`src/rtl/rxwb_pkg.sv`:
```
// Shared types and constants for the receive descriptor write-back engine.
package rxwb_pkg;
    localparam int MIN_FRAME   = 12;
    localparam int CRC_BYTES   = 4;
    localparam int DESC_STRIDE = 32;

    typedef enum logic [3:0] {
        ST_IDLE, ST_RD_CTL, ST_RD_SIZE, ST_RD_BUF,
        ST_RECV, ST_PUT, ST_DROP, ST_WRB, ST_FIN
    } rx_state_e;

    typedef enum logic [1:0] {
        RES_NONE, RES_OK, RES_RUNT, RES_NODESC
    } rx_result_e;
endpackage

```
`src/rtl/rxwb_classify.sv`:
```
// Frame destination classifier.
// Watches the first six accepted bytes of a frame and reports broadcast or
// multicast. Assumes start and beat are never high together and that the
// outputs are read only after at least six bytes (runts are not counted).
module rxwb_classify (
    input  logic       clk,
    input  logic       rst_n,
    input  logic       start,
    input  logic       beat,
    input  logic [7:0] data,
    output logic       is_bcast,
    output logic       is_mcast
);
    logic [2:0] idx_q;
    logic       all_ff_q;
    logic       grp_bit_q;

    // Track position within the address header and the two flags.
    always_ff @(posedge clk) begin
        if (!rst_n || start) begin
            idx_q     <= '0;
            all_ff_q  <= 1'b1;
            grp_bit_q <= 1'b0;
        end else if (beat && idx_q < 3'd6) begin
            idx_q <= idx_q + 3'd1;
            if (data != 8'hFF) all_ff_q <= 1'b0;
            if (idx_q == 3'd0) grp_bit_q <= data[0];
        end
    end

    // Broadcast wins; multicast is any group address that is not broadcast.
    always_comb begin
        is_bcast = all_ff_q && (idx_q == 3'd6);
        is_mcast = grp_bit_q && !is_bcast;
    end
endmodule

```
`src/rtl/rxwb_stats.sv`:
```
// Receive statistics counters.
// On each commit pulse adds one frame and its length plus CRC bytes, and
// bumps either the multicast or the broadcast count (multicast first).
module rxwb_stats #(
    parameter int LEN_W = 16,
    parameter int CNT_W = 32
) (
    input  logic             clk,
    input  logic             rst_n,
    input  logic             commit,
    input  logic [LEN_W-1:0] frame_len,
    input  logic             is_bcast,
    input  logic             is_mcast,
    output logic [CNT_W-1:0] frame_cnt,
    output logic [CNT_W-1:0] byte_cnt,
    output logic [CNT_W-1:0] bcast_cnt,
    output logic [CNT_W-1:0] mcast_cnt
);
    localparam logic [CNT_W-1:0] CRC_ADD = CNT_W'(rxwb_pkg::CRC_BYTES);

    // Accumulate counters for each committed frame.
    always_ff @(posedge clk) begin
        if (!rst_n) begin
            frame_cnt <= '0;
            byte_cnt  <= '0;
            bcast_cnt <= '0;
            mcast_cnt <= '0;
        end else if (commit) begin
            frame_cnt <= frame_cnt + CNT_W'(1);
            byte_cnt  <= byte_cnt + CNT_W'(frame_len) + CRC_ADD;
            if (is_mcast)      mcast_cnt <= mcast_cnt + CNT_W'(1);
            else if (is_bcast) bcast_cnt <= bcast_cnt + CNT_W'(1);
        end
    end
endmodule

```
`src/rtl/rxwb_engine.sv`:
```
// Receive descriptor write-back engine (top).
// Sequences descriptor fetch, byte-wise buffer fill, status write-back and
// ring pointer update for each frame on the byte stream. Assumes ADDR_W<=32,
// LEN_W<=16, and read data valid in the same cycle as mem_gnt.
module rxwb_engine
    import rxwb_pkg::*;
#(
    parameter int ADDR_W = 32,
    parameter int LEN_W  = 16,
    parameter int CNT_W  = 32
) (
    input  logic              clk,
    input  logic              rst_n,
    input  logic              rx_en,
    input  logic              base_wr,
    input  logic [ADDR_W-1:0] base_addr,
    input  logic              s_valid,
    input  logic [7:0]        s_data,
    input  logic              s_last,
    output logic              s_ready,
    output logic              mem_req,
    output logic              mem_we,
    output logic [ADDR_W-1:0] mem_addr,
    output logic [3:0]        mem_be,
    output logic [31:0]       mem_wdata,
    input  logic              mem_gnt,
    input  logic [31:0]       mem_rdata,
    output logic [ADDR_W-1:0] cur_desc,
    output logic [3:0]        sts_set,
    output logic [CNT_W-1:0]  frame_cnt,
    output logic [CNT_W-1:0]  byte_cnt,
    output logic [CNT_W-1:0]  bcast_cnt,
    output logic [CNT_W-1:0]  mcast_cnt
);
    localparam logic [LEN_W-1:0]  MIN_LEN  = LEN_W'(MIN_FRAME);
    localparam logic [ADDR_W-1:0] STEP     = ADDR_W'(DESC_STRIDE);
    localparam logic [3:0]        EV_DONE  = 4'b0011;
    localparam logic [3:0]        EV_NODSC = 4'b1100;

    rx_state_e         state_q;
    rx_result_e        res_q;
    logic [ADDR_W-1:0] base_q, cur_q, buf_q;
    logic              wrap_q, refused_q, last_q;
    logic [7:0]        byte_q;
    logic [LEN_W-1:0]  len_q;
    logic [3:0]        sts_q;
    logic [ADDR_W-1:0] put_addr;
    logic              beat, cls_bcast, cls_mcast, commit;

    assign beat     = s_valid && s_ready;
    assign put_addr = buf_q + ADDR_W'(len_q) - ADDR_W'(1);
    assign commit   = (state_q == ST_FIN) && (res_q == RES_OK);
    assign cur_desc = cur_q;
    assign sts_set  = sts_q;

    // Stream is open only while bytes are stored or drained.
    assign s_ready = (state_q == ST_RECV) || (state_q == ST_DROP);

    // Memory request generation for each access state.
    always_comb begin
        mem_req   = 1'b0;
        mem_we    = 1'b0;
        mem_addr  = cur_q;
        mem_be    = 4'h0;
        mem_wdata = 32'h0;
        unique case (state_q)
            ST_RD_CTL:  mem_req = 1'b1;
            ST_RD_SIZE: begin mem_req = 1'b1; mem_addr = cur_q + ADDR_W'(4); end
            ST_RD_BUF:  begin mem_req = 1'b1; mem_addr = cur_q + ADDR_W'(8); end
            ST_PUT: begin
                mem_req   = 1'b1;
                mem_we    = 1'b1;
                mem_addr  = {put_addr[ADDR_W-1:2], 2'b00};
                mem_be    = 4'b0001 << put_addr[1:0];
                mem_wdata = {4{byte_q}};
            end
            ST_WRB: begin
                mem_req   = 1'b1;
                mem_we    = 1'b1;
                mem_be    = 4'hF;
                mem_wdata = {16'(len_q) + 16'(CRC_BYTES), 16'h0300};
            end
            default: ;
        endcase
    end

    // Frame sequencer, ring pointer and status pulse.
    always_ff @(posedge clk) begin
        if (!rst_n) begin
            state_q   <= ST_IDLE;
            res_q     <= RES_NONE;
            base_q    <= '0;
            cur_q     <= '0;
            buf_q     <= '0;
            wrap_q    <= 1'b0;
            refused_q <= 1'b0;
            last_q    <= 1'b0;
            byte_q    <= '0;
            len_q     <= '0;
            sts_q     <= '0;
        end else begin
            sts_q <= '0;
            unique case (state_q)
                ST_IDLE: if (s_valid) begin
                    len_q     <= '0;
                    res_q     <= RES_NONE;
                    refused_q <= !rx_en;
                    state_q   <= rx_en ? ST_RD_CTL : ST_DROP;
                end
                ST_RD_CTL: if (mem_gnt)
                    state_q <= mem_rdata[31] ? ST_RD_SIZE : ST_DROP;
                ST_RD_SIZE: if (mem_gnt) begin
                    wrap_q  <= mem_rdata[15];
                    state_q <= ST_RD_BUF;
                end
                ST_RD_BUF: if (mem_gnt) begin
                    buf_q   <= mem_rdata[ADDR_W-1:0];
                    state_q <= ST_RECV;
                end
                ST_RECV: if (s_valid) begin
                    byte_q  <= s_data;
                    last_q  <= s_last;
                    len_q   <= len_q + LEN_W'(1);
                    state_q <= ST_PUT;
                end
                ST_PUT: if (mem_gnt) begin
                    if (!last_q)              state_q <= ST_RECV;
                    else if (len_q < MIN_LEN) begin
                        res_q   <= RES_RUNT;
                        state_q <= ST_FIN;
                    end else                  state_q <= ST_WRB;
                end
                ST_DROP: if (s_valid) begin
                    len_q <= len_q + LEN_W'(1);
                    if (s_last) begin
                        state_q <= ST_FIN;
                        if (refused_q)                        res_q <= RES_NONE;
                        else if (len_q + LEN_W'(1) < MIN_LEN) res_q <= RES_RUNT;
                        else                                  res_q <= RES_NODESC;
                    end
                end
                ST_WRB: if (mem_gnt) begin
                    cur_q   <= wrap_q ? base_q : cur_q + STEP;
                    res_q   <= RES_OK;
                    state_q <= ST_FIN;
                end
                ST_FIN: begin
                    unique case (res_q)
                        RES_OK, RES_RUNT: sts_q <= EV_DONE;
                        RES_NODESC:       sts_q <= EV_NODSC;
                        default:          sts_q <= '0;
                    endcase
                    state_q <= ST_IDLE;
                end
                default: state_q <= ST_IDLE;
            endcase
            if (base_wr) begin
                base_q <= base_addr;
                cur_q  <= base_addr;
            end
        end
    end

    rxwb_classify u_cls (
        .clk      (clk),
        .rst_n    (rst_n),
        .start    (state_q == ST_IDLE),
        .beat     (beat && state_q == ST_RECV),
        .data     (s_data),
        .is_bcast (cls_bcast),
        .is_mcast (cls_mcast)
    );

    rxwb_stats #(.LEN_W(LEN_W), .CNT_W(CNT_W)) u_stats (
        .clk       (clk),
        .rst_n     (rst_n),
        .commit    (commit),
        .frame_len (len_q),
        .is_bcast  (cls_bcast),
        .is_mcast  (cls_mcast),
        .frame_cnt (frame_cnt),
        .byte_cnt  (byte_cnt),
        .bcast_cnt (bcast_cnt),
        .mcast_cnt (mcast_cnt)
    );
endmodule

```
`config.mk`:
```
export PLATFORM = sky130hd
export DESIGN_NAME = rxwb_engine
export DESIGN_NICKNAME = d
export VERILOG_FILES = /design/src/rtl/rxwb_pkg.sv /design/src/rtl/rxwb_classify.sv /design/src/rtl/rxwb_stats.sv /design/src/rtl/rxwb_engine.sv
export SDC_FILE = /design/constraint.sdc
export NUM_CORES = 1
export LEC_CHECK = 0
export BUFFER_PORTS_ARGS = -buffer_cell sky130_fd_sc_hd__buf_2
export CORE_ASPECT_RATIO = 0.8
export CORE_UTILIZATION = 61
export CTS_BUF_LIST = sky130_fd_sc_hd__clkbuf_4 sky130_fd_sc_hd__clkbuf_8 sky130_fd_sc_hd__clkbuf_16
export CTS_CLUSTER_DIAMETER = 80
export DETAILED_ROUTE_END_ITERATION = 7
export PLACE_DENSITY_LB_ADDON = 0.1
export SLEW_MARGIN = 5
export SYNTH_ARGS = -nofsm -noshare
export SYNTH_HDL_FRONTEND = slang
export SYNTH_SLANG_ARGS = --single-unit
```
`constraint.sdc`:
```
create_clock -name clk -period 7.45 [get_ports clk]
set_input_delay 0.3725 -clock clk [delete_from_list [all_inputs] [get_ports clk]]
set_output_delay 0.3725 -clock clk [all_outputs]
set_load 0.02 [all_outputs]
```
Yosys cells after proc, flatten, opt, wreduce, memory -nomap -nowiden
Index checks and enable logic that the tools add are counted.
Widths: inputs -> output; s select.
{ "word_totals": {"reg_bits": 266, "latchBits": 0, "mem_bits_rw": 0, "rom_bits": 0, "inputBits": 79, "mem_count": 0} }
{ "op_classes": {"addsub": 13, "mul": 0, "div": 0, "magnitude_cmp": 3, "n_eq_ne": 25, "shift": 1, "mux": 37, "bitwise": 1, "n_reduce_logical": 34} }
{ "ops": {"columns": ["cell", "n"], "rows": [
  ["$mux 32", 4],
  ["$add 32x1->32 const B", 3],
  ["$pmux 32 s3", 1],
  ["$add 32x16->32", 2],
  ["$add 32x3->32 const B", 2],
  ["$pmux 32 s2", 1],
  ["$mux 4", 11],
  ["$add 32x4->32 const B", 1],
  ["$add 32x6->32 const B", 1],
  ["$lt 16x4->1 const B", 2],
  ["$mux 16", 2],
  ["$pmux 16 s2", 1],
  ["$pmux 4 s8", 1],
  ["$sub 32x1->32 const B", 1],
  ["$ne 2x2->1 const B", 11],
  ["$reduce_and 2->1", 9],
  ["$add 16x1->16 const B", 1],
  ["$add 16x3->16 const B", 1],
  ["$eq 4x3->1 const B", 4],
  ["$mux 2", 8],
  ["$pmux 4 s2", 2],
  ["$reduce_and 9->1", 1],
  ["$eq 4x2->1 const B", 2],
  ["$ne 8x8->1 const B", 1],
  ["other kinds (24)", 41]
]} }

Longest topological paths before layout
{ "logic_depth": {"word_depth": 7, "ltp_mapped": 15, "mapped_depth_nobuf": 15} }

By module
A second synthesis with hierarchy kept.
{ "hier_totals": {"cells_unflattened": 2199, "area_unflattened_um2": 16938.7} }
{ "by_module_without_submodules": {"columns": ["mod", "instances", "cells_each", "area_per_inst_um2", "seq_area_each_um2"], "rows": [
  ["rxwb_engine", 1, 1400, 10094.7, 2622.5],
  ["rxwb_stats", 1, 769, 6557.5, 2562.5],
  ["rxwb_classify", 1, 30, 286.5, 100.1]
]} }

Worst setup path before layout
Ideal clock, no wire load.
{ "synth_timing": {"path_type": "flip-flop to output port", "start": "register len_q[1]", "end": "output port mem_addr[31]", "t_arrival_ns": 3.200, "setup_slack_ns": 3.877, "path_stages_with_launch": 16, "n_path_buf": 0, "path_cell_list": "dfxtp_1 inv_1 ha_1 inv_1 ha_1 inv_1 fa_1 nor2b_1 o31a_2 o221ai_1 a211oi_1 nor2_1 o21ai_1 a21oi_1 or4b_1 nand3_1"} }
{ "synth_via": {"elab_chain_cells": 3} }
{ "synth_rtl": {"columns": ["element", "line", "rtl"], "rows": [
  ["from (decl)", "rxwb_engine.sv:45", "logic [LEN_W-1:0] len_q;"],
  ["from (signal assigned)", "rxwb_engine.sv:123", "len_q <= len_q + LEN_W'(1);"],
  ["from (signal assigned)", "rxwb_engine.sv:134", "len_q <= len_q + LEN_W'(1);"],
  ["$add 32x16->32", "rxwb_engine.sv:51", "assign put_addr = buf_q + ADDR_W'(len_q) - ADDR_W'(1);"],
  ["$sub 32x1->32", "rxwb_engine.sv:51", null],
  ["$pmux 32 s3", "rxwb_engine.sv:66", "unique case (state_q)"],
  ["to (decl)", "rxwb_engine.sv:23", "output logic [ADDR_W-1:0] mem_addr,"]
]} }
No other way between the ends.

Worst setup path after layout
Same ends and word-level chain as after synthesis.

==> metrics.yaml <==
status:
  status: "finished, final reports clean"
synthesis:
  netlist_area_um2: 16300
  ys_types: 77
  yosysSeqAreaShare_pct: 32.5
  synth-compound-area-share_pct: 18.3
  synthAdderAreaFrac_pct: 7.25
  synth_top_family_by_area: "simple AND/OR/NAND/NOR gates"
  yosys-mux-area-fraction_pct: 2.17
  synth_edf_count: 0
  yosysTopAreaCell: "dfxtp_1"
  yosys_warnings: 0
  syn_avg_cell_area_um2: 7.50
  syn_nets: 2340
  syn_inst: 2168
  synthTopCellsByArea: "dfxtp_1 32%, ha_1 7.0%, nand2_1 6.8%"
  ys_seq_elements: 264
  synth_top_area_share_pct: 32.5
  synth_xor_area_share_pct: 8.51
  synth-async-reset-ratio_pct: 0
  synth_ff_type: "dfxtp_1"
  yosys.area_share.simple_pct: 25.2
worst_setup_path:
  r2r_start: "len_q[2]"
  cp_slowest_stage_delay_ns: 0.52
  crit_buf_inv: 4
  path_common_cell: "inv_1"
  worstRegToRegCells: 12
  cp-end-kind: "primary output"
  r2r_end: "u_stats.byte_cnt[27]"
  r2r_slack_ns: 3.87
  path_max_fanout: 6
  critPathCapture: "mem_addr[31]"
  cp.arrival_ns: 4.42
  worstPathRequired_ns: 7.08
  critPathLaunch: "len_q[1]"
  crit_type: "register to primary output"
  slowest_stage: "or4b_1"
  crit_chain: "inv_1, ha_1, inv_1, ha_1, inv_1, fa_1, nor2b_1, o31a_2, o221ai_1, a211oi_1, nor2_1, o21ai_1, a21oi_1, or4b_1, nand3_1, buf_2"
  crit_family: "compound AO/OA/AOI/OAI gates"
  critPathLaunchType: "register"
  worst-path-stages: 16
placed_design:
  place_congestion: 0.941
  pre_cts_ws_ns: 3.31
  dp_hpwl_um: 35800
  io_buffers: 313
global_route:
  gr-usage-met3_pct: 7.08
  grt_max_degree: 88
  grt_overflow: 0
  grt_use_met1_pct: 48.7
  grt_use_total_pct: 34.2
  grt_pass1_wl_um: 75600
  first_global_vias: 14400
  antenna_found_initial: 4
  grt_use_met2_pct: 51.9
  grt-busiest-layer: "met2"
hold_path:
  min_path_type: "primary input to register"
  whs_path_depth: 3
clock_network:
  cts.repair.resized: 0
  cts_tree: "done"
  clock-sinks: 264
  h-tree-depth: 1
  clk_latency_ns: 0.56
  cts_buffers: 28
  hold_buffers: 0
  clock_path_buffers: 3
  post-cts-setup-buffers: 0
  clkTransAtPathRegs_ns: 0.07
  cts_root_buf: "clkbuf_16"
power_and_ir_drop:
  p_int_mw: 2.74
  comb_power_share_pct: 23.5
  p_sw_mw: 1.31
  p_leak_nw: 8.29
  p_per_area_nw_per_um2: 214
  sw_frac_of_total_pct: 32.3
  seqPwrFrac_pct: 38.3
  peakVddDrop_mv: 0.184
  clkPwrFrac_pct: 38.2
timing:
  hold_viol_final: 0
  layout_worst_path_cycle_share_pct: 64.3
  fin_crit_ns: 4.79
  max_freq_mhz: 209
  fin_tns_setup_ns: 0
  rsz0062_at_grt: "false"
  fin_ws_ns: 2.66
  tightest_slew_ns: 1.08
  drv_slew: 0
  finalSetupViolations: 0
  slew_headroom_pct: 27.5
  clock_skew_ns: 0.0252
floorplanning:
  core_area_um2: 26300
  die_w_um: 185
  die-area_um2: 27300
  rows: 53
  die_y_um: 148
  ios: 314
  initial_core_util_pct: 61.9
route:
  drtIter0Drc: 1640
  vias: 16500
  drcViolationCount: 0
  dr.pass1.iters: 7
  wl_per_cell_um: 17.6
  routed_wl_um: 48800
  ant_nets: 0
  vias_per_cell: 5.97
final_layout:
  area_growth_pct: 16.0
  nNetsFinal: 2564
  drive_gt1_share_pct: 17.0
flow_run:
  maxCapViolations: 0
## registers in the layout (all words and copies together) (netlist names), 16 cells and up
name and cells:
u_stats.mcast_cnt 32, cur_desc 32, u_stats.byte_cnt 32, len_q 16
base_q 32, buf_q 32, u_stats.bcast_cnt 32, u_stats.frame_cnt 32
## cell usage in the layout, fill, tap and decap left out, drive strengths merged, types with 8 or more instances in the layout
cell,Yosys,routed
o211ai,9,9
nor2,231,231
and3,49,49
nor3,45,45
a22oi,21,21
buf,28,325
mux2i,33,33
clkbuf,103,37
nand2b,10,10
a21oi,198,198
o221ai,12,12
nor2b,8,8
dfxtp,264,264
ha,91,91
a31oi,17,17
nand4,34,34
nand2,297,297
nand3,92,92
and4,11,11
and2,14,14
xnor2,73,73
o21ai,139,139
inv,121,123
xor2,85,85
a21o,23,23
o21a,12,12
nor4,18,18
a211oi,20,20
or3,30,30
## synthesized netlist by cell type, types with 11 or more instances
cell and n:
dfxtp_1 264, buf_2 11, or3_1 29, xnor2_1 73, a21o_1 23, xor2_1 85
mux2i_1 33, a31oi_1 17, o21ai_0 138, a22oi_1 21, and3_1 49, inv_1 121
nand2_1 295, nand3_1 91, clkbuf_1 102, nand4_1 33, and2_1 13, nor2_1 227
o221ai_1 12, a21oi_1 198, a211oi_1 20, nor3_1 42, ha_1 91, o21a_1 12
nor4_1 15
## how the worst min path moves through the flow
stage                              start             end  slack (ns)
after detailed placement  u_cls.all_ff_q  u_cls.all_ff_q        0.44
after floorplan           u_cls.all_ff_q  u_cls.all_ff_q        0.43
after global routing        mem_rdata[9]        buf_q[9]        0.05
final                      mem_rdata[26]       buf_q[26]        0.05
after CTS                  mem_rdata[26]       buf_q[26]        0.04
after global placement    u_cls.all_ff_q  u_cls.all_ff_q        0.44
## worst register-to-register path: stages, from the launching register on
cell,delay [ns]
dfxtp_1,0.42
inv_1,0.14
ha_1,0.34
fa_1,0.47
inv_1,0.08
a21oi_1,0.06
o21bai_1,0.21
a21oi_1,0.16
o311ai_1,0.66
o311ai_2,0.33
a211oi_1,0.35
xnor2_1,0.16
nor2_1,0.06
## layout make-up
| cell class | instances | area (µm²) |
|---|---|---|
| Multi-Input combinational cell | 1652 | 9990 |
| Fill cell | 2218 | 7390 |
| Sequential cell | 264 | 5290 |
| Timing Repair Buffer | 325 | 1660 |
| Clock buffer | 37 | 817 |
| Inverter | 121 | 459 |
| Tap cell | 357 | 447 |
| Clock inverter | 14 | 209 |
| Antenna cell | 1 | 2.50 |
## per-stage QoR
step | power [mW] | util [%] | instances | area (µm²) | hold WS, ns
finish | 4.05 | 71.9 | 2771 | 18900 | 0.0455
global route | 4.20 | 71.9 | 2771 | 18900 | 0.0490
CTS | 4.03 | 71.8 | 2770 | 18900 | 0.0373
detailed placement | 2.50 | 67.9 | 2719 | 17800 | 0.442
global placement | 2.48 | 67.9 | 2719 | 17800 | 0.438
floorplan | 2.21 | - | 2168 | 16300 | 0.427
## logic make-up (layout without fill, tap and decap cells)
kind of cell    Yosys count  count (layout)
mux                      35              35
buf+inv                 252             497
compound gates          503             503
other cells               0               1
flops                   264             264
simple gates            863             863
fa+ha+maj                93              93
xor+xnor                158             158
## power by group through the flow
stage | Clock, mW | Combinational [mW] | Sequential [mW]
2_1_floorplan | 0 | 0.674 | 1.54
3_3_place_gp | 0 | 0.910 | 1.57
3_5_place_dp | 0 | 0.924 | 1.58
4_1_cts | 1.56 | 0.928 | 1.54
5_1_grt | 1.61 | 1.03 | 1.56
6_report | 1.55 | 0.950 | 1.55
## routing by layer
layer	share of wire, %	vias to the layer above
li1	-	7965
met1	44	7627
met2	43	852
met3	11	87
met4	2.9	4
met5	0.047	-
Note: power is estimated with default switching activity, not from simulation.
